<file path="config.mk">
export PLATFORM = sky130hd
export DESIGN_NAME = dpot_ctrl
export DESIGN_NICKNAME = d
export VERILOG_FILES = /design/src/rtl/dpot_pkg.sv /design/src/rtl/dpot_spi_sync.sv /design/src/rtl/dpot_countdown.sv /design/src/rtl/dpot_ctrl.sv
export SDC_FILE = /design/constraint.sdc
export NUM_CORES = 1
export LEC_CHECK = 0
export CAP_MARGIN = 20
export CORE_MARGIN = 3
export CORE_UTILIZATION = 50
export DETAILED_ROUTE_END_ITERATION = 6
export DONT_BUFFER_PORTS = 1
export HOLD_SLACK_MARGIN = 0.12
export MAX_ROUTING_LAYER = met4
export PLACE_DENSITY = 0.72
export SETUP_SLACK_MARGIN = 0.3
export SYNTH_ARGS = -nofsm -noshare
export SYNTH_HDL_FRONTEND = slang
export SYNTH_SLANG_ARGS = --single-unit
</file>
<file path="constraint.sdc">
create_clock -name clk -period 3.9 [get_ports clk]
set_clock_uncertainty 0.2 [all_clocks]
set_input_delay 0.78 -clock clk [delete_from_list [all_inputs] [get_ports clk]]
set_output_delay 0.78 -clock clk [all_outputs]
set_load 0.05 [all_outputs]
</file>
<file path="src/rtl/dpot_pkg.sv">
package dpot_pkg;

    localparam int BYTE_W = 8;
    localparam int NUM_DR = 4;

    localparam logic [3:0] OP_GXFR_D2W = 4'h1;
    localparam logic [3:0] OP_STEP     = 4'h2;
    localparam logic [3:0] OP_RD_STAT  = 4'h5;
    localparam logic [3:0] OP_GXFR_W2D = 4'h8;
    localparam logic [3:0] OP_RD_WCR   = 4'h9;
    localparam logic [3:0] OP_WR_WCR   = 4'hA;
    localparam logic [3:0] OP_RD_DR    = 4'hB;
    localparam logic [3:0] OP_WR_DR    = 4'hC;
    localparam logic [3:0] OP_XFR_D2W  = 4'hD;
    localparam logic [3:0] OP_XFR_W2D  = 4'hE;

    typedef enum logic [2:0] {
        ST_IDLE,
        ST_OPCODE,
        ST_GAP,
        ST_PAYLOAD,
        ST_COMPLETE,
        ST_STEPPING,
        ST_DISCARD
    } state_e;

    function automatic logic op_long(input logic [3:0] op);
        return op inside {OP_RD_WCR, OP_WR_WCR, OP_RD_DR, OP_WR_DR, OP_RD_STAT};
    endfunction

    function automatic logic op_short(input logic [3:0] op);
        return op inside {OP_XFR_D2W, OP_XFR_W2D, OP_GXFR_D2W, OP_GXFR_W2D};
    endfunction

    function automatic logic op_save(input logic [3:0] op);
        return op inside {OP_WR_DR, OP_XFR_W2D, OP_GXFR_W2D};
    endfunction

endpackage

</file>
<file path="src/rtl/dpot_spi_sync.sv">
module dpot_spi_sync (
    input  logic clk,
    input  logic rst_n,
    input  logic cs_n,
    input  logic sck,
    input  logic si,
    output logic cs_hi,
    output logic cs_rise,
    output logic sck_rise,
    output logic sck_fall,
    output logic si_s
);
    logic [2:0] cs_q;
    logic [2:0] sck_q;
    logic [1:0] si_q;

    always_ff @(posedge clk or negedge rst_n) begin
        if (!rst_n) begin
            cs_q  <= 3'b111;
            sck_q <= 3'b000;
            si_q  <= 2'b00;
        end else begin
            cs_q  <= {cs_q[1:0], cs_n};
            sck_q <= {sck_q[1:0], sck};
            si_q  <= {si_q[0], si};
        end
    end

    assign cs_hi    = cs_q[1];
    assign cs_rise  = cs_q[1] & ~cs_q[2];
    assign sck_rise = sck_q[1] & ~sck_q[2];
    assign sck_fall = ~sck_q[1] & sck_q[2];
    assign si_s     = si_q[1];

endmodule

</file>
<file path="src/rtl/dpot_countdown.sv">
module dpot_countdown #(
    parameter int CYCLES = 16
) (
    input  logic clk,
    input  logic rst_n,
    input  logic start,
    output logic busy,
    output logic last
);
    localparam int CW = $clog2(CYCLES + 1);

    logic [CW-1:0] cnt_q;

    always_ff @(posedge clk or negedge rst_n) begin
        if (!rst_n) begin
            cnt_q <= '0;
        end else if (start) begin
            cnt_q <= CW'(CYCLES);
        end else if (cnt_q != '0) begin
            cnt_q <= cnt_q - 1'b1;
        end
    end

    assign busy = (cnt_q != '0);
    assign last = (cnt_q == CW'(1));

    AST_LAST_ENDS_BUSY: assert property (@(posedge clk) disable iff (!rst_n)
        (last && !start) |=> !busy);

endmodule

</file>
<file path="src/rtl/dpot_ctrl.sv">
module dpot_ctrl
    import dpot_pkg::*;
#(
    parameter int NUM_WIPERS = 4,
    parameter int POS_W      = 7,
    parameter int POS_MAX    = 127,
    parameter int T_NV       = 100000,
    parameter int T_VOL      = 16
) (
    input  logic                        clk,
    input  logic                        rst_n,
    input  logic                        cs_n,
    input  logic                        sck,
    input  logic                        si,
    output logic                        so,
    output logic [NUM_WIPERS*POS_W-1:0] wiper_pos,
    output logic                        wip
);
    localparam int CNT_W    = 5;
    localparam int BIT_OP   = BYTE_W - 1;
    localparam int BIT_GAP  = 2 * BYTE_W - 1;
    localparam int BIT_DATA = 3 * BYTE_W - 1;
    localparam int DR_BITS  = NUM_WIPERS * NUM_DR * POS_W;

    logic cs_hi, cs_rise, sck_rise, sck_fall, si_s;

    dpot_spi_sync u_sync (
        .clk      (clk),
        .rst_n    (rst_n),
        .cs_n     (cs_n),
        .sck      (sck),
        .si       (si),
        .cs_hi    (cs_hi),
        .cs_rise  (cs_rise),
        .sck_rise (sck_rise),
        .sck_fall (sck_fall),
        .si_s     (si_s)
    );

    state_e              state_q, state_d;
    logic [CNT_W-1:0]    bit_cnt_q;
    logic [BYTE_W-1:0]   shin_q, instr_q, data_q, tx_q;
    logic [BYTE_W-1:0]   nxt_byte, rd_val;
    logic                bit_stb;
    logic [3:0]          op;
    logic [1:0]          sel, idx;
    logic                sel_ok;

    logic [POS_W-1:0]    wcr_q [NUM_WIPERS];
    logic [POS_W-1:0]    dr_q  [NUM_WIPERS][NUM_DR];
    logic [DR_BITS-1:0]  dr_flat;

    logic commit, nv_start, vol_start;
    logic nv_busy, nv_last, vol_busy, vol_last;
    logic pend_glob_q;
    logic [1:0] pend_sel_q, pend_idx_q;

    assign bit_stb  = sck_rise & ~cs_hi;
    assign nxt_byte = {shin_q[BYTE_W-2:0], si_s};
    assign op       = instr_q[7:4];
    assign sel      = instr_q[3:2];
    assign idx      = instr_q[1:0];
    assign sel_ok   = (int'(sel) < NUM_WIPERS);

    function automatic logic [POS_W-1:0] clamp(input logic [BYTE_W-1:0] v);
        if (int'(v) > POS_MAX) return POS_W'(POS_MAX);
        return v[POS_W-1:0];
    endfunction

    // ---------------- next-state logic ----------------
    always_comb begin
        state_d = state_q;
        if (cs_hi) begin
            state_d = ST_IDLE;
        end else begin
            unique case (state_q)
                ST_IDLE:    state_d = ST_OPCODE;
                ST_OPCODE:  if (bit_stb && bit_cnt_q == CNT_W'(BIT_OP)) begin
                                if (nxt_byte[7:4] == OP_STEP)                         state_d = ST_STEPPING;
                                else if (op_long(nxt_byte[7:4]) || op_short(nxt_byte[7:4])) state_d = ST_GAP;
                                else                                                  state_d = ST_DISCARD;
                            end
                ST_GAP:     if (bit_stb && bit_cnt_q == CNT_W'(BIT_GAP))
                                state_d = op_long(op) ? ST_PAYLOAD : ST_COMPLETE;
                ST_PAYLOAD: if (bit_stb && bit_cnt_q == CNT_W'(BIT_DATA)) state_d = ST_COMPLETE;
                ST_COMPLETE: if (bit_stb) state_d = ST_DISCARD;
                ST_STEPPING: state_d = ST_STEPPING;
                ST_DISCARD:  state_d = ST_DISCARD;
                default:     state_d = ST_IDLE;
            endcase
        end
    end

    // ---------------- state register ----------------
    always_ff @(posedge clk or negedge rst_n) begin
        if (!rst_n) state_q <= ST_IDLE;
        else        state_q <= state_d;
    end

    // ---------------- frame capture ----------------
    always_ff @(posedge clk or negedge rst_n) begin
        if (!rst_n) begin
            bit_cnt_q <= '0;
            shin_q    <= '0;
            instr_q   <= '0;
            data_q    <= '0;
        end else if (cs_hi) begin
            bit_cnt_q <= '0;
            shin_q    <= '0;
        end else if (bit_stb) begin
            if (bit_cnt_q != '1) bit_cnt_q <= bit_cnt_q + 1'b1;
            shin_q <= nxt_byte;
            if (bit_cnt_q == CNT_W'(BIT_OP))   instr_q <= nxt_byte;
            if (bit_cnt_q == CNT_W'(BIT_DATA)) data_q  <= nxt_byte;
        end
    end

    // ---------------- action decode ----------------
    assign commit    = cs_rise && (state_q == ST_COMPLETE);
    assign nv_start  = commit && op_save(op) && !nv_busy && (sel_ok || op == OP_GXFR_W2D);
    assign vol_start = commit && (op == OP_XFR_D2W || op == OP_GXFR_D2W);

    dpot_countdown #(.CYCLES(T_NV)) u_nv_timer (
        .clk   (clk),
        .rst_n (rst_n),
        .start (nv_start),
        .busy  (nv_busy),
        .last  (nv_last)
    );

    dpot_countdown #(.CYCLES(T_VOL)) u_vol_timer (
        .clk   (clk),
        .rst_n (rst_n),
        .start (vol_start),
        .busy  (vol_busy),
        .last  (vol_last)
    );

    // ---------------- register file ----------------
    always_ff @(posedge clk or negedge rst_n) begin
        if (!rst_n) begin
            for (int w = 0; w < NUM_WIPERS; w++) begin
                wcr_q[w] <= '0;
                for (int r = 0; r < NUM_DR; r++) dr_q[w][r] <= '0;
            end
            pend_glob_q <= 1'b0;
            pend_sel_q  <= '0;
            pend_idx_q  <= '0;
        end else begin
            if (vol_start) begin
                pend_glob_q <= (op == OP_GXFR_D2W);
                pend_sel_q  <= sel;
                pend_idx_q  <= idx;
            end
            if (commit && op == OP_WR_WCR && sel_ok) wcr_q[sel] <= clamp(data_q);
            if (bit_stb && state_q == ST_STEPPING && sel_ok) begin
                if (si_s && int'(wcr_q[sel]) < POS_MAX) wcr_q[sel] <= wcr_q[sel] + 1'b1;
                else if (!si_s && wcr_q[sel] != '0)     wcr_q[sel] <= wcr_q[sel] - 1'b1;
            end
            if (vol_last) begin
                for (int w = 0; w < NUM_WIPERS; w++)
                    if (pend_glob_q || int'(pend_sel_q) == w) wcr_q[w] <= dr_q[w][pend_idx_q];
            end
            if (nv_start) begin
                unique case (op)
                    OP_WR_DR:    dr_q[sel][idx] <= clamp(data_q);
                    OP_XFR_W2D:  dr_q[sel][idx] <= wcr_q[sel];
                    default:     for (int w = 0; w < NUM_WIPERS; w++) dr_q[w][idx] <= wcr_q[w];
                endcase
            end
        end
    end

    // ---------------- read data ----------------
    always_comb begin
        rd_val = '0;
        unique case (op)
            OP_RD_WCR:  if (sel_ok) rd_val = BYTE_W'(wcr_q[sel]);
            OP_RD_DR:   if (sel_ok && !nv_busy) rd_val = BYTE_W'(dr_q[sel][idx]);
            OP_RD_STAT: rd_val = {{(BYTE_W-1){1'b0}}, nv_busy};
            default:    rd_val = '0;
        endcase
    end

    // ---------------- output register ----------------
    always_ff @(posedge clk or negedge rst_n) begin
        if (!rst_n) begin
            tx_q <= '0;
        end else if (state_q != ST_PAYLOAD) begin
            tx_q <= '0;
        end else if (sck_fall) begin
            if (bit_cnt_q == CNT_W'(BIT_GAP + 1)) tx_q <= rd_val;
            else                                  tx_q <= {tx_q[BYTE_W-2:0], 1'b0};
        end
    end

    assign so  = tx_q[BYTE_W-1];
    assign wip = nv_busy;

    for (genvar w = 0; w < NUM_WIPERS; w++) begin : g_out
        assign wiper_pos[w*POS_W +: POS_W] = wcr_q[w];
        for (genvar r = 0; r < NUM_DR; r++) begin : g_flat
            assign dr_flat[(w*NUM_DR + r)*POS_W +: POS_W] = dr_q[w][r];
        end
    end

    // ---------------- assertions ----------------
    AST_ABORT_TO_IDLE: assert property (@(posedge clk) disable iff (!rst_n)
        cs_rise |=> (state_q == ST_IDLE));

    AST_SO_QUIET: assert property (@(posedge clk) disable iff (!rst_n)
        (state_q == ST_IDLE && $past(state_q) == ST_IDLE) |-> !so);

    AST_SAVE_NEEDS_FRAME: assert property (@(posedge clk) disable iff (!rst_n)
        $rose(nv_busy) |-> ($past(state_q) == ST_COMPLETE && $past(cs_rise)));

    AST_SLOTS_HOLD: assert property (@(posedge clk) disable iff (!rst_n)
        !(cs_rise && state_q == ST_COMPLETE) |=> $stable(dr_flat));

    AST_WIP_RUNS: assert property (@(posedge clk) disable iff (!rst_n)
        (nv_busy && !nv_last) |=> nv_busy);

    AST_VOL_AFTER_CS: assert property (@(posedge clk) disable iff (!rst_n)
        $rose(vol_busy) |-> $past(cs_rise));

    AST_STEP_ONE: assert property (@(posedge clk) disable iff (!rst_n)
        (state_q == ST_STEPPING && bit_stb && !vol_last) |=>
            (wcr_q[sel] == $past(wcr_q[sel]) ||
             wcr_q[sel] == $past(wcr_q[sel]) + 1'b1 ||
             wcr_q[sel] == $past(wcr_q[sel]) - 1'b1));

    AST_POS_LIMIT: assert property (@(posedge clk) disable iff (!rst_n)
        int'(wcr_q[sel]) <= POS_MAX);

endmodule

</file>
# --- After elaboration in Yosys (flattened, before gate mapping) ---
# Cells that the tools add are included.
word_totals:
  ff_bits: 214
  inputBits: 5
  elab_cells: 214
classes:
  add_sub_neg: 5
  magnitude_cmp: 7
  n_eq_ne: 39
  muxes: 79
  n_bitwise: 11
  reduce_logical: 39
ops:
  columns: ["cell", "n"]
  rows:
  - ["bitwise mux 112 bit", 2]
  - ["two-way mux 28 bit", 8]
  - ["case mux 112 bit (2 select lines)", 1]
  - ["bitwise mux 28 bit", 7]
  - ["two-way mux 7 bit", 27]
  - ["binary-select mux 7 bit (select 2 bit)", 6]
  - ["binary-select mux 28 bit (select 2 bit)", 1]
  - ["demux 28 bit (select 2 bit)", 1]
  - ["equality test 4 bit (second input constant)", 14]
  - ["two-way mux 17 bit", 2]
  - ["demux 7 bit (select 2 bit)", 2]
  - ["two-way mux 5 bit", 5]
  - ["two-way mux 3 bit", 8]
  - ["two-way mux 8 bit", 3]
  - ["case mux 3 bit (7 select lines)", 1]
  - ["case mux 7 bit (3 select lines)", 1]
  - ["nonzero test 17 bit", 1]
  - ["subtractor 17 x 1 -> 17 bit (second input constant)", 1]
  - ["inequality test 3 x 2 -> 1 bit (second input constant)", 5]
  - ["nonzero test 5 bit", 3]
  - ["logical AND 1 bit", 13]
  - ["equality test 5 bit (second input constant)", 2]
  - ["nonzero test 2 bit", 5]
  - ["equality test 3 bit (second input constant)", 3]
  - ["33 further kinds", 58]

# --- Logic depth before layout (Yosys ltp) ---
# Gate-level depths: netlist of the first run.
depth:
  word_depth: 15
  ltp_mapped: 12

# --- Hierarchy ---
# A second synthesis of the first run with hierarchy kept.
hier_totals:
  cells_unflattened: 1597
  area_unflattened_um2: 14377.5
modules_own_cells:
  columns: ["module", "instances", "cells_each", "area_each_um2", "seq_area_each_um2"]
  rows:
  - ["dpot_ctrl", 1, 1457, 12873.6, 4604.4]
  - ["dpot_countdown at u_nv_timer", 1, 102, 998.5, 425.4]
  - ["dpot_countdown at u_vol_timer", 1, 27, 280.3, 125.1]
  - ["dpot_spi_sync", 1, 11, 225.2, 203.9]

# --- Least setup slack after synthesis of the first run ---
# OpenSTA, ideal clock, no wires.
synth_path:
  path_kind: "register to register"
  start: "register wcr_q (netlist bit wiper_pos[7])"
  end: "register wcr_q (netlist bit wiper_pos[13])"
  setup_time_ns: 0.125
  arrival_ns: 2.709
  required_time_ns: 3.575
  path_slack_ns: 0.866
  path_stages_with_launch: 9
  path_buffers: 2
  cell_sequence: "dfrtp_1 -> mux4_2 -> clkbuf_1 -> clkbuf_1 -> ha_1 -> nand3_1 -> o311ai_1 -> a21oi_1 -> mux2_2"
synth_via:
  elab_chain_len: 10
  elab_cells_between_ends: 16
synth_rtl:
  columns: ["item", "line_no", "rtl"]
  rows:
  - ["start: declaration", "dpot_ctrl.sv:49", "logic [POS_W-1:0] wcr_q [NUM_WIPERS];"]
  - ["start signal: indexed assignment", "dpot_ctrl.sv:155", "if (commit && op == OP_WR_WCR && sel_ok) wcr_q[sel] <= clamp(data_q);"]
  - ["binary-select mux 7 bit (select 2 bit) (*)", "dpot_ctrl.sv:157, dpot_ctrl.sv:158", null]
  - ["two-way mux 7 bit (implied by the code) (*) (2 in a row)", "dpot_ctrl.sv:157, dpot_ctrl.sv:158", null]
  - ["subtractor 7 x 1 -> 7 bit or nonzero test 7 bit (tied branches)", "dpot_ctrl.sv:158", "else if (!si_s && wcr_q[sel] != '0) wcr_q[sel] <= wcr_q[sel] - 1'b1;"]
  - ["bitwise mux 28 bit or logical AND 1 bit (tied branches)", "dpot_ctrl.sv:158", null]
  - ["two-way mux 28 bit", "dpot_ctrl.sv:158", null]
  - ["two-way mux 28 bit (*)", "dpot_ctrl.sv:157", "if (si_s && int'(wcr_q[sel]) < POS_MAX) wcr_q[sel] <= wcr_q[sel] + 1'b1;"]
  - ["two-way mux 28 bit (*)", "dpot_ctrl.sv:156", "if (bit_stb && state_q == ST_STEPPING && sel_ok) begin"]
  - ["two-way mux 7 bit", "dpot_ctrl.sv:162", "if (pend_glob_q || int'(pend_sel_q) == w) wcr_q[w] <= dr_q[w][pend_idx_q];"]
  - ["two-way mux 28 bit (*)", "dpot_ctrl.sv:160", "if (vol_last) begin"]
# Every way passes the cells marked *; elsewhere a longest branch is shown, timed or not. The select of a mux whose other input is x is not followed.
# A chain may end at the register's enable or synchronous reset.

# --- Worst setup path in the final report of the first run ---
layout_path:
  start: "register u_nv_timer.cnt_q[4]"
  end: "output port wip"
layout_via:
  elab_chain_len: 1
layout_rtl:
  columns: ["item", "line_no", "rtl"]
  rows:
  - ["start: declaration", "dpot_countdown.sv:12", "logic [CW-1:0] cnt_q;"]
  - ["start signal: assignment", "dpot_countdown.sv:18", "cnt_q <= CW'(CYCLES);"]
  - ["start signal: assignment", "dpot_countdown.sv:20", "cnt_q <= cnt_q - 1'b1;"]
  - ["nonzero test 17 bit", "dpot_countdown.sv:24", "assign busy = (cnt_q != '0);"]
  - ["end: declaration", "dpot_ctrl.sv:17", "output logic wip"]
# No other way between the ends.

==> results of run 1 <==
-- timing repair --
action | CTS | global route
endpoints found under the setup margin | 1 | 50
buffers inserted | 0 | 1
gates resized for setup | 0 | 1
hold endpoints to repair | 217 | 214
pin swaps | 1 | 1
-- per-stage QoR --
step / util [%] / cells / hold slack [ns] / power (mW)
after floorplan: - / 1559 / 0.131 / 3.24
after global placement: 53.8 / 1893 / 0.135 / 3.68
after detailed placement: 53.8 / 1894 / 0.141 / 3.66
after CTS: 57.0 / 1941 / -0.284 / 6.07
after global routing: 57.1 / 1945 / -0.275 / 6.29
final: 57.1 / 1945 / -0.271 / 6.11
-- worst max-delay path by stage --
stage                                                from                      end  slack [ns]  cells after the start
final                     u_nv_timer.cnt_q[4]$_DFFE_PN0P_                      wip        0.39                      5
after global routing      u_nv_timer.cnt_q[4]$_DFFE_PN0P_                      wip        0.24                      5
after CTS                 u_nv_timer.cnt_q[4]$_DFFE_PN0P_                      wip        0.30                      5
after detailed placement  u_nv_timer.cnt_q[4]$_DFFE_PN0P_                     flop        0.47                      9
after global placement             wiper_pos[5]$_DFF_PN0_  wiper_pos[20]$_DFF_PN0_        0.46                      8
after floorplan                    wiper_pos[7]$_DFF_PN0_  wiper_pos[13]$_DFF_PN0_        0.87                      8
-- power groups by stage --
| stage | clock network [mW] | registers [mW] | logic, mW |
|---|---|---|---|
| 6_report | 2.43 | 2.34 | 1.35 |
| 5_1_grt | 2.53 | 2.34 | 1.42 |
| 4_1_cts | 2.44 | 2.33 | 1.30 |
| 3_5_place_dp | 0 | 2.37 | 1.29 |
| 3_3_place_gp | 0 | 2.37 | 1.30 |
| 2_1_floorplan | 0 | 2.45 | 0.785 |
-- cells by family (layout without fill, tap and decap cells) --
logic type	Yosys count	count (layout)	share of synthesized area (%)
buffers and inverters	159	171	4.63
other	0	2	0
and+or+nand+nor	459	459	14.3
AOI/OAI and AO/OA	598	598	27.2
xor gates and xnor gates	22	22	1.37
muxes	95	95	13.2
adders and majority gates	12	12	1.07
DFF	214	214	38.2
-- per-layer routing --
metal  GRT usage (%)  up-vias  routed length, um
li1                -     5847                  -
met1            49.4     6698              21100
met2            55.0     1062              24000
met3            10.5      251               7670
met4            17.2        0               3580
met5               -        -                  0
-- cell usage in the layout (no fill, tap or decap), types with 4 or more instances in the layout --
master     Yosys  routed
o22a_1       105     105
a22oi_1        7       7
mux2i_1        4       4
a21oi_2        6       6
o221ai_1      11      11
a21o_1         5       5
or2_2          4       4
a221o_1        4       4
and2_1         5       5
clkbuf_16      0      27
o22ai_1       82      82
o21ai_0      193     191
clkbuf_1      91       7
nand3_1        7       7
nand2_1      221     220
a31oi_1       11      11
xnor2_1        7       7
mux4_2        70      70
a21oi_1       91      91
ha_1          12      12
or3_1          7       7
nor2_1       139     139
nand2b_1       9       9
xor2_1        15      15
o21ai_2        1       4
nor2b_1       11      11
o211ai_1      11      11
inv_1         34      34
dfrtp_1      211     207
buf_4          2      88
nand4_1        8       8
nor3_2         5       4
nor4_1         5       5
a221oi_1      22      22
nor3_1        19      19
a211oi_1       6       6
dfrtp_2        0       4
mux2_2        21      21
o21ai_1       24      23
-- cell type report --
class                      instances  area (um2)  area share (%)
timing repair buffer              93         709            4.56
inverter                          34         128           0.821
multi-input combinational       1186        8050            51.7
clock buffer                      37         743            4.78
tap                              372         465            2.99
sequential                       214        5360            34.5
clock inverter                     7        90.1           0.579
antenna                            2        5.00          0.0322
==> metrics.md, run 1 <==
| Metric | Value |
|---|---|
| Type of the worst min-delay path | input port to asynchronous set/reset pin |
| Int Pwr | 4.12 mW |
| Drt drc | 12 |
| Reg power frac | 38.2% |
| Share of the synthesized area in the top cell type | 37.6% |
| FF-to-FF path depth | 9 |
| Relative slew slack | 28.2% |
| Area Growth Syn to Fin | 10.9% |
| Flops & latches, synth | 214 |
| CP arrival | 2.53 ns |
| Synth area leaders | dfrtp_1, mux4_2, o21ai_0, o22a_1, nand2_1 |
| Total number of vias | 13900 |
| Worst path bufs/invs | 2 |
| Largest net degree at the start of global routing | 215 |
| Worst slack at placement | 0.469 ns |
| Io pins | 35 |
| Switching power | 1.99 mW |
| Achievable Freq | 285 MHz |
| Final Hold Fails | 214 |
| Pwr Density | 393 nW/um2 |
| Crit Path Class | flop to output port |
| EDFF count, synth | 0 |
| Worst Path Max Fanout | 6 |
| Top FF cell, synth | dfrtp_1 |
| I/O Buffers | 0 |
| Finish-stage setup viols | 0 |
| Post-Syn Area | 14000 um2 |
| Die width | 173 um |
| CP Launch Type | flop |
| Filler cells | 2447 |
| Via/cell ratio | 7.12 |
| CP Cell Sequence | or4_1 -> nor3_4 -> nand4_1 -> buf_4 -> buf_4 |
| CTS tree | done |
| Lkg Pwr | 6.27 nW |
| Mapped Cells | 1559 |
| Drt wl/cell | 28.9 um |
| Slew @ Worst Pin | 1.08 ns |
| Dominant cell type by area after synthesis | dfrtp_1 |
| Final WS setup | 0.389 ns |
| First-pass GRT wire length | 84500 um |
| Register area share after synthesis | 38.2% |
| Post-route design area | 15500 um2 |
| Clk sink count | 214 |
| Switching Share | 32.6% |
| Synth unique cells | 64 |
| Iteration count of the initial detailed-routing pass | 7 |
| Most frequent cell after synthesis | nand2_1 |
| Comb pwr share | 22.0% |
| Reg clk slew, reported paths | 0.06 ns |
| Largest stage delay, worst path | 0.64 ns |
| Synth warn | 0 |
| Detailed Route WL | 56300 um |
| Initial antenna violation count | 3 |
| Outcome | finished with violations |
| Share of cells above drive strength 1 | 15.9% |
| Syn nets | 1576 |
| Fin. max-slew vios | 0 |
| Critical path required time | 2.92 ns |
| Final hold slack | -0.271 ns |
| FFs w/ async S/R, synth | 100% |
| Grt ovf | 0 |
| Routed Antenna Nets | 0 |
| FF-to-FF Start | u_nv_timer.cnt_q[4]$_DFFE_PN0P_ |
| Longest Clk Path Bufs | 3 |
| R2r setup slk | 0.42 ns |
| RSZ-0062 raised after global routing | false |
| Core Region | 27300 um2 |
| CTS Root Cell | clkbuf_16 |
| Total Neg Setup Slack | 0 ns |
| Final GP Congestion | 1.03 |
| Die area | 30100 um2 |
| Htree depth | 1 |
| Vias in the first global route | 13100 |
| Syn_area_per_cell | 9.00 um2 |
| Global-route usage over all layers | 37.8% |
| Fin nets | 1572 |
| Dpl hpwl | 40300 um |
| TritonCTS buffer count | 26 |
| Clk network pwr share | 39.8% |
| Delay-heaviest family, CP | simple AND/OR/NAND/NOR gates |
| Hold Buf Count CTS | 3 |
| Worst-Skew Late Latency | 0.55 ns |
| Crit path time final | 3.51 ns |
| DIE HEIGHT | 173 um |
| Top cell by count, worst path | buf_4 |
| Max-Cap Viols | 0 |
| Std-Cell Rows | 60 |
| Critical path's slowest cell | or4_1 |
| Final period util | 90.0% |
| Initial DRC Count | 2026 |
| Maximum VDD drop | 0.367 mV |
| Failing checks | DRC, hold timing |
| Initial Utilization | 51.5% |
| Most frequent cells after synthesis | nand2_1, dfrtp_1, o21ai_0 |
| Critical Path Sink Type | output port |
| Area after DPL | 14700 um2 |
Power figures use the tool's default switching activity.
==> run 2, diff against run 1 <==
Settings changed: GPL_ROUTABILITY_DRIVEN set to 0, HOLD_SLACK_MARGIN 0.12 to unset, MAX_ROUTING_LAYER met4 to unset.
==> run 2 against run 1 <==
The flow still finishes with violations (DRC, hold timing). Hold slack improved by 0.011 ns. Via count rose by 0.43%. Combinational power fell by 4%. Critical endpoint is now wiper_pos[11]$_DFF_PN0_. Largest power group unchanged.
==> metrics.md, run 2 (same netlist as run 1, synthesis figures left out) <==
| Metric | Value |
|---|---|
| Die width | 173 um (unchanged) |
| Io pins | 35 (unchanged) |
| Die area | 30100 um2 (unchanged) |
| Fin nets | 1560 (-0.76%) |
| Critical path required time | 4.16 ns (+1.24 ns) |
| TritonCTS buffer count | 26 (unchanged) |
| Fin. max-slew vios | 0 (unchanged) |
| Drt drc | 73 (+61) |
| Total number of vias | 13900 (+0.43%) |
| Total Neg Setup Slack | 0 ns (unchanged) |
| Failing checks | DRC, hold timing |
| Core Region | 27300 um2 (unchanged) |
| Pwr Density | 391 nW/um2 (-0.42%) |
| Clk sink count | 214 (unchanged) |
| Std-Cell Rows | 60 (unchanged) |
| Final hold slack | -0.260 ns (+0.0108 ns) |
| Global-route usage over all layers | 33.7% (-4.1 points) |
| CP Launch Type | flop |
| Longest Clk Path Bufs | 3 (unchanged) |
| Initial DRC Count | 2295 (+13%) |
| Drt wl/cell | 27.0 um (-6.5%) |
| Via/cell ratio | 7.18 (+0.84%) |
| Initial Utilization | 51.5% (unchanged) |
| CP arrival | 3.81 ns (+1.28 ns) |
| Crit path time final | 3.55 ns (+0.0375 ns) |
| CTS Root Cell | clkbuf_16 |
| Vias in the first global route | 13100 (-0.12%) |
| Achievable Freq | 282 MHz (-1.1%) |
| Maximum VDD drop | 0.345 mV (-6.1%) |
| Reg clk slew, reported paths | 0.07 ns (about the same) |
| Worst Path Max Fanout | 10 (+4) |
| First-pass GRT wire length | 79200 um (-6.2%) |
| Share of cells above drive strength 1 | 15.7% (-0.17 points) |
| Area Growth Syn to Fin | 10.2% |
| Grt ovf | 0 (unchanged) |
| Lkg Pwr | 6.22 nW (-0.74%) |
| Routed Antenna Nets | 0 (unchanged) |
| Crit Path Class | flop to flop |
| Finish-stage setup viols | 0 (unchanged) |
| DIE HEIGHT | 173 um (unchanged) |
| Largest net degree at the start of global routing | 215 (unchanged) |
| Type of the worst min-delay path | input port to asynchronous set/reset pin |
| Final Hold Fails | 213 (-0.47%) |
| Detailed Route WL | 52400 um (-6.9%) |
| Most frequent cells in the layout | nand2_1, dfrtp_1, o21ai_0 |
| Area after DPL | 14600 um2 (-0.59%) |
| Max-Cap Viols | 0 (unchanged) |
| Outcome | finished with violations |
| CTS tree | done |
| Htree depth | 1 (unchanged) |
| Initial antenna violation count | 0 (-3) |
| Final period util | 91.0% (+0.96 points) |
| I/O Buffers | 0 (unchanged) |
| Dpl hpwl | 37200 um (-7.9%) |
| Worst-Skew Late Latency | 0.54 ns (about the same) |
| Post-route design area | 15500 um2 (-0.56%) |
| Critical Path Sink Type | flop |
| Relative slew slack | 27.6% (-0.56 points) |
| RSZ-0062 raised after global routing | false |
| Slew @ Worst Pin | 1.09 ns (+0.00832 ns) |
| Commonest non-fill, non-tap cell in the layout | nand2_1 |
| Iteration count of the initial detailed-routing pass | 7 (unchanged) |
==> run 2: per-layer routing <==
| layer | up-vias | wire, um | share of wire (%) | track usage [%] |
|---|---|---|---|---|
| li1 | 5825 | - | - | - |
| met1 | 6604 | 18600 | 35 | 43.0 |
| met2 | 1188 | 22100 | 42 | 50.4 |
| met3 | 298 | 7740 | 15 | 10.8 |
| met4 | 2 | 3860 | 7.4 | 19.3 |
| met5 | - | 61 | 0.12 | 1.28 |
==> run 2: final cells by class <==
class                           instances  area, um2
Tap cell                              372        465
Antenna cell                            2       5.00
Inverter                               34        128
Fill cell                            2326      11800
Multi-Input combinational cell       1186       8050
Clock inverter                          5       25.0
Clock buffer                           43        816
Timing Repair Buffer                   81        608
Sequential cell                       214       5370
==> run 2: worst paths after layout <==
kind                       slack [ns]                         end  cells after the start                       from
setup / recovery                 0.35     wiper_pos[11]$_DFF_PN0_                      9     instr_q[3]$_DFFE_PN0P_
hold / removal                  -0.26    bit_cnt_q[2]$_DFFE_PN0P_                      0                      rst_n
setup reg to reg                 0.35     wiper_pos[11]$_DFF_PN0_                      9     instr_q[3]$_DFFE_PN0P_
hold reg to reg                  0.14   u_sync.sck_q[1]$_DFF_PN0_                      0  u_sync.sck_q[0]$_DFF_PN0_
max in group asynchronous        3.40  asynchronous set/reset pin                      0                      rst_n
min in group clk                 0.04    u_sync.cs_q[0]$_DFF_PN1_                      0                       cs_n
==> run 2: stage by stage <==
stage	cells	hold slack, ns	worst slack (ns)	power (mW)	utilization (%)
after detailed placement	1883	0.135	0.385	3.62	53.5
after global placement	1883	0.137	0.426	3.61	53.5
final	1937	-0.260	0.352	6.05	56.7
after floorplan	1559	0.131	0.866	3.24	-
after global routing	1935	-0.274	0.301	6.22	56.7
after CTS	1931	-0.269	0.368	5.99	56.6
==> run 2: what timing repair did <==
action / in CTS / in global routing
endpoints found under the hold margin: 214 / 214
setup endpoints to repair: 0 / 66
buffers inserted: 0 / 2
gates resized for setup: 0 / 4
==> run 2: critical path, stage by stage, from the launching register on <==
cell and delay [ns]:
dfrtp_2 0.56, mux4_2 0.72, inv_1 0.27, ha_1 0.30, nor3b_1 0.26, xnor2_1 0.12
a211oi_1 0.51, a221o_1 0.24, o21ai_0 0.11, a21oi_1 0.18
==> run 2: report_power, final <==
part / leakage [nW] / total, mW / internal (mW) / switching (mW)
clock network: 0.419 / 2.40 / 1.42 / 0.980
logic: 2.85 / 1.30 / 0.395 / 0.903
registers: 2.95 / 2.36 / 2.27 / 0.0853
total: 6.22 / 6.05 / 4.08 / 1.97
